==> src/rtl/sram_ctl_pkg.sv <==
package sram_ctl_pkg;

  typedef enum logic [2:0] {
    ST_IDLE  = 3'd0,
    ST_READ  = 3'd1,
    ST_WTURN = 3'd2,
    ST_WDATA = 3'd3,
    ST_WEND  = 3'd4
  } sram_st_e;

  // ceiling division of a nanosecond limit by the clock period
  function automatic int ns_to_cyc(input int ns, input int clk_ns);
    if (ns <= 0) return 0;
    return (ns + clk_ns - 1) / clk_ns;
  endfunction

  function automatic int max2(input int a, input int b);
    return (a > b) ? a : b;
  endfunction

endpackage

==> src/rtl/sram_ctl_timer.sv <==
module sram_ctl_timer #(
  parameter int CNT_W = 8
) (
  input  logic             clk,
  input  logic             rst_n,
  input  logic             load,
  input  logic [CNT_W-1:0] load_val,
  output logic             zero
);
  logic [CNT_W-1:0] cnt_q, cnt_d;

  always_comb begin
    cnt_d = cnt_q;
    if (load)             cnt_d = load_val;
    else if (cnt_q != '0) cnt_d = cnt_q - 1'b1;
  end

  always_ff @(posedge clk or negedge rst_n) begin
    if (!rst_n) cnt_q <= '0;
    else        cnt_q <= cnt_d;
  end

  assign zero = (cnt_q == '0);
endmodule

==> src/rtl/sram_ctl_fsm.sv <==
module sram_ctl_fsm
  import sram_ctl_pkg::*;
#(
  parameter int CNT_W   = 8,
  parameter int RD_CYC  = 7,
  parameter int WZ_CYC  = 3,
  parameter int WD_CYC  = 4,
  parameter int WE_CYC  = 1
) (
  input  logic             clk,
  input  logic             rst_n,
  input  logic             req_valid,
  input  logic             req_write,
  input  logic             mask_none,
  input  logic             tmr_zero,
  output sram_st_e         state,
  output logic             ready,
  output logic             accept,
  output logic             tmr_load,
  output logic [CNT_W-1:0] tmr_val,
  output logic             cap_rd,
  output logic             zero_rd
);
  localparam logic [CNT_W-1:0] RD_LD = CNT_W'(RD_CYC - 1);
  localparam logic [CNT_W-1:0] WZ_LD = CNT_W'(WZ_CYC - 1);
  localparam logic [CNT_W-1:0] WD_LD = CNT_W'(WD_CYC - 1);
  localparam logic [CNT_W-1:0] WE_LD = CNT_W'(WE_CYC - 1);

  sram_st_e st_q, st_d;

  assign ready  = (st_q == ST_IDLE);
  assign accept = ready && req_valid;

  always_comb begin
    st_d     = st_q;
    tmr_load = 1'b0;
    tmr_val  = '0;
    cap_rd   = 1'b0;
    zero_rd  = 1'b0;
    unique case (st_q)
      ST_IDLE: begin
        if (req_valid) begin
          if (mask_none) begin
            zero_rd = !req_write;
          end else if (req_write) begin
            st_d     = ST_WTURN;
            tmr_load = 1'b1;
            tmr_val  = WZ_LD;
          end else begin
            st_d     = ST_READ;
            tmr_load = 1'b1;
            tmr_val  = RD_LD;
          end
        end
      end
      ST_READ: begin
        if (tmr_zero) begin
          st_d   = ST_IDLE;
          cap_rd = 1'b1;
        end
      end
      ST_WTURN: begin
        if (tmr_zero) begin
          st_d     = ST_WDATA;
          tmr_load = 1'b1;
          tmr_val  = WD_LD;
        end
      end
      ST_WDATA: begin
        if (tmr_zero) begin
          st_d     = ST_WEND;
          tmr_load = 1'b1;
          tmr_val  = WE_LD;
        end
      end
      ST_WEND: begin
        if (tmr_zero) st_d = ST_IDLE;
      end
      default: st_d = ST_IDLE;
    endcase
  end

  always_ff @(posedge clk or negedge rst_n) begin
    if (!rst_n) st_q <= ST_IDLE;
    else        st_q <= st_d;
  end

  assign state = st_q;

  // a busy controller leaves idle only through a finished phase
  assert_busy_exit_R8: assert property (@(posedge clk) disable iff (!rst_n)
    (st_q != ST_IDLE && !tmr_zero) |=> (st_q == $past(st_q)));
endmodule

==> src/rtl/sram_ctl_pins.sv <==
module sram_ctl_pins
  import sram_ctl_pkg::*;
#(
  parameter int ADDR_W = 16,
  parameter int DATA_W = 16,
  localparam int LANES = DATA_W / 8
) (
  input  logic              clk,
  input  logic              rst_n,
  input  sram_st_e          state,
  input  logic              accept,
  input  logic              cap_rd,
  input  logic              zero_rd,
  input  logic [ADDR_W-1:0] req_addr,
  input  logic [DATA_W-1:0] req_wdata,
  input  logic [LANES-1:0]  req_mask,
  output logic              rsp_valid,
  output logic [DATA_W-1:0] rsp_rdata,
  output logic              mem_ce1_n,
  output logic              mem_ce2,
  output logic              mem_we_n,
  output logic              mem_oe_n,
  output logic [LANES-1:0]  mem_be_n,
  output logic [ADDR_W-1:0] mem_addr,
  output logic [DATA_W-1:0] mem_dq_o,
  output logic [LANES-1:0]  mem_dq_oe,
  input  logic [DATA_W-1:0] mem_dq_i
);
  logic [ADDR_W-1:0] addr_q;
  logic [DATA_W-1:0] wdata_q;
  logic [LANES-1:0]  mask_q;
  logic [DATA_W-1:0] rd_masked;
  logic              rsp_valid_d;
  logic [DATA_W-1:0] rsp_rdata_d;
  logic              busy;

  // request latch, clock-enabled by acceptance
  always_ff @(posedge clk or negedge rst_n) begin
    if (!rst_n) begin
      addr_q  <= '0;
      wdata_q <= '0;
      mask_q  <= '0;
    end else if (accept) begin
      addr_q  <= req_addr;
      wdata_q <= req_wdata;
      mask_q  <= req_mask;
    end
  end

  for (genvar l = 0; l < LANES; l++) begin : g_lane
    assign rd_masked[l*8 +: 8] = mask_q[l] ? mem_dq_i[l*8 +: 8] : 8'h00;
  end

  always_comb begin
    rsp_valid_d = cap_rd || zero_rd;
    rsp_rdata_d = rsp_rdata;
    if (cap_rd)       rsp_rdata_d = rd_masked;
    else if (zero_rd) rsp_rdata_d = '0;
  end

  always_ff @(posedge clk or negedge rst_n) begin
    if (!rst_n) begin
      rsp_valid <= 1'b0;
      rsp_rdata <= '0;
    end else begin
      rsp_valid <= rsp_valid_d;
      rsp_rdata <= rsp_rdata_d;
    end
  end

  assign busy      = (state != ST_IDLE);
  assign mem_ce1_n = !busy;
  assign mem_ce2   = busy;
  assign mem_oe_n  = (state != ST_READ);
  assign mem_we_n  = !(state == ST_WTURN || state == ST_WDATA);
  assign mem_be_n  = busy ? ~mask_q : '1;
  assign mem_addr  = addr_q;
  assign mem_dq_o  = wdata_q;
  assign mem_dq_oe = (state == ST_WDATA || state == ST_WEND) ? mask_q : '0;

  assert_no_contention_R7: assert property (@(posedge clk) disable iff (!rst_n)
    (mem_dq_oe != '0) |-> mem_oe_n);

  assert_we_oe_excl_R7: assert property (@(posedge clk) disable iff (!rst_n)
    !(!mem_we_n && !mem_oe_n));

  assert_drive_late_R4: assert property (@(posedge clk) disable iff (!rst_n)
    $rose(|mem_dq_oe) |-> (!mem_we_n && $past(!mem_we_n)));

  assert_lane_select_R5: assert property (@(posedge clk) disable iff (!rst_n)
    ((mem_dq_oe & mem_be_n) == '0));
endmodule

==> src/rtl/sram_ctl.sv <==
module sram_ctl
  import sram_ctl_pkg::*;
#(
  parameter int ADDR_W   = 16,
  parameter int DATA_W   = 16,
  parameter int CLK_NS   = 8,
  parameter int T_CYC_NS = 55,
  parameter int T_ACC_NS = 55,
  parameter int T_WP_NS  = 40,
  parameter int T_DS_NS  = 25,
  parameter int T_HZ_NS  = 20,
  parameter int CNT_W    = 8,
  localparam int LANES   = DATA_W / 8
) (
  input  logic              clk,
  input  logic              rst_n,
  input  logic              req_valid,
  output logic              req_ready,
  input  logic              req_write,
  input  logic [ADDR_W-1:0] req_addr,
  input  logic [DATA_W-1:0] req_wdata,
  input  logic [LANES-1:0]  req_mask,
  output logic              rsp_valid,
  output logic [DATA_W-1:0] rsp_rdata,
  output logic              mem_ce1_n,
  output logic              mem_ce2,
  output logic              mem_we_n,
  output logic              mem_oe_n,
  output logic [LANES-1:0]  mem_be_n,
  output logic [ADDR_W-1:0] mem_addr,
  output logic [DATA_W-1:0] mem_dq_o,
  output logic [LANES-1:0]  mem_dq_oe,
  input  logic [DATA_W-1:0] mem_dq_i
);
  // phase lengths in clock cycles
  localparam int CYC_RC = max2(1, ns_to_cyc(T_CYC_NS, CLK_NS));
  localparam int RD_CYC = max2(CYC_RC, ns_to_cyc(T_ACC_NS, CLK_NS));
  localparam int WZ_CYC = max2(1, ns_to_cyc(T_HZ_NS, CLK_NS));
  localparam int WD_CYC = max2(1, max2(ns_to_cyc(T_DS_NS, CLK_NS),
                                       ns_to_cyc(T_WP_NS, CLK_NS) - WZ_CYC));
  localparam int WE_CYC = max2(1, CYC_RC - WZ_CYC - WD_CYC);

  logic [1:0]       rst_sync_q;
  logic             rst_n_i;
  sram_st_e         state;
  logic             accept, tmr_load, tmr_zero, cap_rd, zero_rd;
  logic [CNT_W-1:0] tmr_val;

  // asynchronous assertion, synchronous release
  always_ff @(posedge clk or negedge rst_n) begin
    if (!rst_n) rst_sync_q <= 2'b00;
    else        rst_sync_q <= {rst_sync_q[0], 1'b1};
  end
  assign rst_n_i = rst_sync_q[1];

  sram_ctl_fsm #(
    .CNT_W (CNT_W),  .RD_CYC(RD_CYC), .WZ_CYC(WZ_CYC),
    .WD_CYC(WD_CYC), .WE_CYC(WE_CYC)
  ) fsm_i (
    .clk      (clk),
    .rst_n    (rst_n_i),
    .req_valid(req_valid),
    .req_write(req_write),
    .mask_none(req_mask == '0),
    .tmr_zero (tmr_zero),
    .state    (state),
    .ready    (req_ready),
    .accept   (accept),
    .tmr_load (tmr_load),
    .tmr_val  (tmr_val),
    .cap_rd   (cap_rd),
    .zero_rd  (zero_rd)
  );

  sram_ctl_timer #(.CNT_W(CNT_W)) tmr_i (
    .clk     (clk),
    .rst_n   (rst_n_i),
    .load    (tmr_load),
    .load_val(tmr_val),
    .zero    (tmr_zero)
  );

  sram_ctl_pins #(.ADDR_W(ADDR_W), .DATA_W(DATA_W)) pins_i (
    .clk      (clk),
    .rst_n    (rst_n_i),
    .state    (state),
    .accept   (accept),
    .cap_rd   (cap_rd),
    .zero_rd  (zero_rd),
    .req_addr (req_addr),
    .req_wdata(req_wdata),
    .req_mask (req_mask),
    .rsp_valid(rsp_valid),
    .rsp_rdata(rsp_rdata),
    .mem_ce1_n(mem_ce1_n),
    .mem_ce2  (mem_ce2),
    .mem_we_n (mem_we_n),
    .mem_oe_n (mem_oe_n),
    .mem_be_n (mem_be_n),
    .mem_addr (mem_addr),
    .mem_dq_o (mem_dq_o),
    .mem_dq_oe(mem_dq_oe),
    .mem_dq_i (mem_dq_i)
  );

  assert_idle_deselect_R1: assert property (@(posedge clk) disable iff (!rst_n_i)
    req_ready |-> (mem_ce1_n && !mem_ce2 && (mem_be_n == '1) && (mem_dq_oe == '0)));

  assert_addr_hold_R8: assert property (@(posedge clk) disable iff (!rst_n_i)
    (!req_ready && $past(!req_ready)) |-> ($stable(mem_addr) && $stable(mem_dq_o)));

  assert_rsp_at_idle_R2: assert property (@(posedge clk) disable iff (!rst_n_i)
    rsp_valid |-> req_ready);
endmodule

==> config.mk <==
export PLATFORM = sky130hd
export DESIGN_NAME = sram_ctl
export DESIGN_NICKNAME = d
export VERILOG_FILES = /design/src/rtl/sram_ctl_pkg.sv /design/src/rtl/sram_ctl_timer.sv /design/src/rtl/sram_ctl_fsm.sv /design/src/rtl/sram_ctl_pins.sv /design/src/rtl/sram_ctl.sv
export SDC_FILE = /design/constraint.sdc
export NUM_CORES = 1
export LEC_CHECK = 0
export ABC_CLOCK_PERIOD_IN_PS = 2050
export BUFFER_PORTS_ARGS = -buffer_cell sky130_fd_sc_hd__buf_4
export CAP_MARGIN = 15
export CORE_MARGIN = 3
export CORE_UTILIZATION = 43
export DETAILED_ROUTE_END_ITERATION = 6
export GPL_ROUTABILITY_DRIVEN = 1
export PLACE_DENSITY = 0.82
export SYNTH_ARGS = -nofsm -noshare
export SYNTH_HDL_FRONTEND = slang
export SYNTH_SLANG_ARGS = --single-unit
==> constraint.sdc <==
create_clock -name clk -period 2.05 [get_ports clk]
set_input_delay 0.1025 -clock clk [delete_from_list [all_inputs] [get_ports clk]]
set_output_delay 0.1025 -clock clk [all_outputs]
set_load 0.02 [all_outputs]
**Word-level counts from Yosys, hierarchy flattened**

Index checks and enable logic that the tools add are counted.

- Flip-flop bits (word level): 64
- Latch bits: 0
- RAM bits: 0
- ROM bits: 0
- Input bits: 54
- Output and inout port bits: 58
- Logic and storage cells: 65
- Memories kept: 0

- $add $sub $neg: 1
- Multiply operators: 0
- Div/mod/pow operators: 0
- Order comparisons: 0
- Eq/ne operators: 10
- Shift operators: 0
- Multiplexer cells: 28
- Bitwise operators: 1
- Reduce and logical (&&, ||, !) cells: 17

Operators by type and width:

| kind | count |
|---|---|
| $mux 8 | 6 |
| $mux 16 | 2 |
| $mux 3 | 6 |
| $pmux 8 s2 | 1 |
| $pmux 3 s4 | 1 |
| $logic_not 8->1 | 1 |
| $mux 2 | 4 |
| $reduce_bool 8->1 | 1 |
| $sub 8x1->8 const B | 1 |
| $mux 1 | 7 |
| $eq 3x2->1 const B | 2 |
| $ne 2x1->1 const B | 3 |
| $reduce_and 5->1 | 1 |
| $ne 2x2->1 const B | 2 |
| $reduce_bool 2->1 | 2 |
| $reduce_or 2->1 | 2 |
| $eq 3x1->1 const B | 1 |
| $eq 3x3->1 const B | 1 |
| $logic_not 1->1 | 3 |
| $logic_not 3->1 | 1 |
| $logic_or 1x1->1 | 3 |
| $ne 3x1->1 const B | 1 |
| $reduce_bool 3->1 | 1 |
| $logic_not 2->1 | 1 |
| 3 further kinds | 3 |

**Depth between registers and ports, before layout**

- Depth in word-level cells: 6
- Mapped depth: 8
- Depth with buffers taken out: 6

**By module**

Synthesis repeated with hierarchy kept, for this count alone.

- Cell total of the unflattened synthesis: 216
- Area total of the unflattened synthesis: 2949.1 sq um

By module, submodules not included:

| module | times used | cells an instance | area each (sq um) | seq. area each (sq um) |
|---|---|---|---|---|
| sram_ctl_pins | 1 | 125 | 2107.0 | 1276.2 |
| sram_ctl_timer | 1 | 54 | 476.7 | 200.2 |
| sram_ctl_fsm | 1 | 33 | 307.8 | 75.1 |
| sram_ctl | 1 | 4 | 57.6 | 50.0 |

**Least setup slack after synthesis**

Ideal clock, no wire load.

- Kind: register to register
- Start: reg tmr_i.cnt_q[0]
- End: reg pins_i.rsp_rdata[10]
- Setup time: 0.122 ns
- Arrival: 1.865 ns
- Required time: 1.928 ns
- Setup slack: 0.064 ns
- Cell stages (with the launch flop): 9
- Buffers on the path: 2
- Clock period less this slack: 1.986 ns
- Path through: dfrtp_1 -> inv_1 -> ha_1 -> or3b_1 -> buf_2 -> nor3_4 -> a21oi_4 -> buf_6 -> a32o_1

- Cells in the longest elaborated chain, start to end: 4
- Elaborated cells between the ends (all ways): 5
- Classes of those cells: 3 x mux; 2 x reduce/logical

RTL lines:

| element | RTL line | RTL |
|---|---|---|
| start, declared | sram_ctl_timer.sv:10 | `logic [CNT_W-1:0] cnt_q, cnt_d;` |
| start signal, assigned | sram_ctl_timer.sv:20 | `else cnt_q <= cnt_d;` |
| $logic_not 8->1 * | sram_ctl_timer.sv:23 | `assign zero = (cnt_q == '0);` |
| $mux 1 * | sram_ctl_fsm.sv:57 | `if (tmr_zero) begin` |
| $mux 1 * | sram_ctl_fsm.sv:40 | `unique case (st_q)` |
| $mux 16 / $reduce_bool 2->1 (equally long branches) | - |  |
| end signal, assigned | sram_ctl_pins.sv:67 | `rsp_rdata <= rsp_rdata_d;` |
| end, declared | sram_ctl_pins.sv:18 | `output logic [DATA_W-1:0] rsp_rdata,` |

Every way passes the cells marked *; elsewhere a longest branch is shown, timed or not.
A chain may end at the register's enable or synchronous reset.

**Final worst setup path**

- Start: reg tmr_i.cnt_q[0]
- End: reg tmr_i.cnt_q[2]

- Cells in the longest elaborated chain, start to end: 4
- Elaborated cells between the ends (all ways): 8
- Classes of those cells: 1 x add/sub; 4 x mux; 3 x reduce/logical

RTL lines:

| element |
|---|
| parallel branches: the longest is 4 deep, another holds $sub 8x1->8 |

Several ways; the timed one is not identified. The select of a mux whose other input is x is not followed.

==> flow_summary_export.csv <==
group,metric,value,unit
run_status,outcome,"complete, no violations",
power_and_ir_drop,irDropWorstVdd,0.000984,V
yosys,synthArstFlopShare,100,%
yosys,synth_edf_count,0,
grt,grt_usage,20.1,%
routing,wl,6.98,mm
yosys,synthDistinctLibCells,38,
yosys,ys_top_cells_by_count,"dfrtp_1, mux2_2, a32o_1, a21oi_1, nand2_1",
yosys,synth_largest_area_cell,"dfrtp_1",
clock_tree,path_clk_slew,0.06,ns
grt,grt_pass1_wl,11.3,mm
run,drv_cap,0,
yosys,muxShareOfSynthArea,14.9,%
floorplanning,die_y,84.4,um
yosys,synth_nets,250,
yosys,synth_area,0.00264,mm^2
critical_path,required,2.24,ns
floorplanning,coreArea,0.00571,mm^2
clock_tree,clockBufferDepth,2,
yosys,avgSynthCellArea,13.6,um^2
timing,rsz0062_at_grt,"no",
critical_path,start_kind,"flop",
clock_tree,numCtsBuffers,9,
clock_tree,cts_tree,"yes",
timing,worst_slew_pin_slew,0.520,ns
floorplanning,dieArea,0.00712,mm^2
critical_path,path_max_fanout,5,
clock_tree,htree_num_levels,3,
timing,setup_viol,0,
routing,wl_per_cell,16.6,um
yosys,synth-simple-area-share,8.14,%
finish,syn2layout_area_growth,54.5,%
routing,firstDrtPassIters,4,
floorplanning,io_pins,112,
finish,utilization,71.5,%
routing,drt_iter0_markers,79,
placed_design,place_congestion,0.900,
yosys,ys.flop_type,"dfrtp_1",
finish,fillers,408,
clock_tree,cts_root_buf,"clkbuf_8",
yosys,synth-adder-area-share,0.473,%
critical_path,end_kind,"flop",
power_and_ir_drop,power_density,1290,mW/mm^2
clock_tree,clock_latency,0.33,ns
critical_path,worstPathArrival,2.10,ns
finish,fin_cells,420,
routing,routed_via_density,5.19,
finish,drive_gt1_share,51.4,%
yosys,yosysMostFrequentCell,"dfrtp_1",
timing,slew_headroom,65.0,%
yosys,yosys_warnings,0,
placed_design,numPortBuffers,111,
grt,grt_pass1_vias,2379,
timing,clock.fmax,524,MHz
placed_design,hpwl,4.85,mm
min_path,min_path_type,"input port to flop",
timing,fin_crit_sh,93.1,%
timing,fin_crit,1.91,ns
yosys,synth-seq-cells,64,
floorplanning,die_x,84.4,um
critical_path,critPathKind,"flop to flop",
grt,antenna_found_initial,0,
routing,vias,2178,
yosys,synth_top_family_by_area,"multiplexers",
clock_tree,clock_sinks,64,
floorplanning,initial_utilization,46.3,%
yosys,synth_xor_area_share,0.331,%
finish,antenna-diode-count,0,
power_and_ir_drop,p_leak,1.99,nW
yosys,seq_area_frac_synth,60.6,%
routing,drc_errors,0,
timing,fin_skew,0.0101,ns
grt,grt_max_degree,26,
yosys,synthTopCellsByArea,"dfrtp_1, mux2_2, a32o_1",
grt,grt-ovfl-total,0,
yosys,synth_cells,195,
timing,setup_tns,0,ns
timing,finalHoldViolCount,0,
finish,nNetsFinal,398,
timing,worst_hold_slack,0.0157,ns
floorplanning,rows,27,
yosys,synth_top_area_share,60.6,%
yosys,synth_compound_area_share,11.6,%
placed_design,dpl.cell_count,375,
timing,drv_slew,0,
routing,ant_nets,0,
-- layout by cell type (no fill, tap or decap), drive strengths merged, types with 6 or more instances in the layout --
| cell type | n |
|---|---|
| a21oi | 9 |
| a32o | 16 |
| buf | 121 |
| clkbuf | 12 |
| dfrtp | 64 |
| dlygate4sd3 | 29 |
| mux2 | 35 |
| nand2 | 7 |
| nor2 | 6 |
| nor3 | 7 |
| o21ai | 6 |
-- registers in the layout, summed over array words and instances (netlist names) --
signal	flops
rst_sync_q	2
pins_i.rsp_valid	1
pins_i.mask_q	2
pins_i.mem_addr	16
pins_i.mem_dq_o	16
tmr_i.cnt_q	8
fsm_i.state	3
pins_i.rsp_rdata	16
-- critical path: stages, from the launching register on --
cell and delay (ns):
dfrtp_1 0.41, inv_1 0.11, ha_2 0.22, or3b_4 0.42, buf_4 0.16, or2_2 0.30, nand3_1 0.07, o21ai_0 0.08
-- layout make-up --
type,instances,area [um^2],area share [%]
multi-input combinational,113,953,23.4
clock inverter,4,45.0,1.10
tap,72,90.1,2.21
timing repair buffer,150,1240,30.3
clock buffer,12,135,3.31
inverter,5,18.8,0.460
sequential,64,1600,39.3
-- logic make-up after synthesis --
group,Yosys count
flip-flops,64
adder cells (fa/ha/maj),1
XOR/XNOR,1
AO/OA/AOI/OAI,39
AND/OR/NAND/NOR,36
buffers and inverters,18
multiplexers,35
other,1
-- per-stage QoR --
step | power [mW] | worst slack [ns] | area (um^2)
global route | 5.56 | 0.0153 | 4080
CTS | 5.28 | 0.0929 | 4070
detailed placement | 4.21 | 0.114 | 3600
global placement | 4.12 | 0.192 | 3600
finish | 5.26 | 0.141 | 4080
floorplan | 3.27 | 0.0637 | 2640
-- power by group --
group	total, mW	internal [mW]	switching, mW
combinational	2.15	1.10	1.05
clock	1.01	0.557	0.451
sequential	2.10	1.71	0.391
total	5.26	3.36	1.89
-- per-layer routing --
layer / vias to the layer above / GRT usage, % / wire, um
met1: 1063 / 21.6 / 2550
li1: 1007 / - / -
met4: 0 / 7.77 / 110
met5: - / 0 / 0
met3: 10 / 7.75 / 602
met2: 98 / 35.7 / 3720
-- final timing paths --
check,from,to,slack [ns],depth (start not counted)
setup reg to reg,tmr_i.cnt_q[0]$_DFFE_PN0P_,tmr_i.cnt_q[2]$_DFFE_PN0P_,0.14,7
min in group asynchronous,rst_n,rst_sync_q[0]$_DFF_PN0_,0.11,2
hold reg to reg,rst_sync_q[1]$_DFF_PN0_,tmr_i.cnt_q[7]$_DFFE_PN0P_,0.22,0
hold / removal,req_wdata[10],pins_i.mem_dq_o[10]$_DFFE_PN0P_,0.02,2
max in group asynchronous,rst_sync_q[1]$_DFF_PN0_,pins_i.rsp_rdata[7]$_DFFE_PN0P_,1.29,1
setup / recovery,tmr_i.cnt_q[0]$_DFFE_PN0P_,tmr_i.cnt_q[2]$_DFFE_PN0P_,0.14,7
-- what timing repair did --
action                                 CTS  global route
setup endpoints to repair                0            20
endpoints found under the hold margin   30             0
hold buffers                            29             0
gates resized for setup                  0             3
setup buffers                            0             0
(Power assumes the default switching activity.)
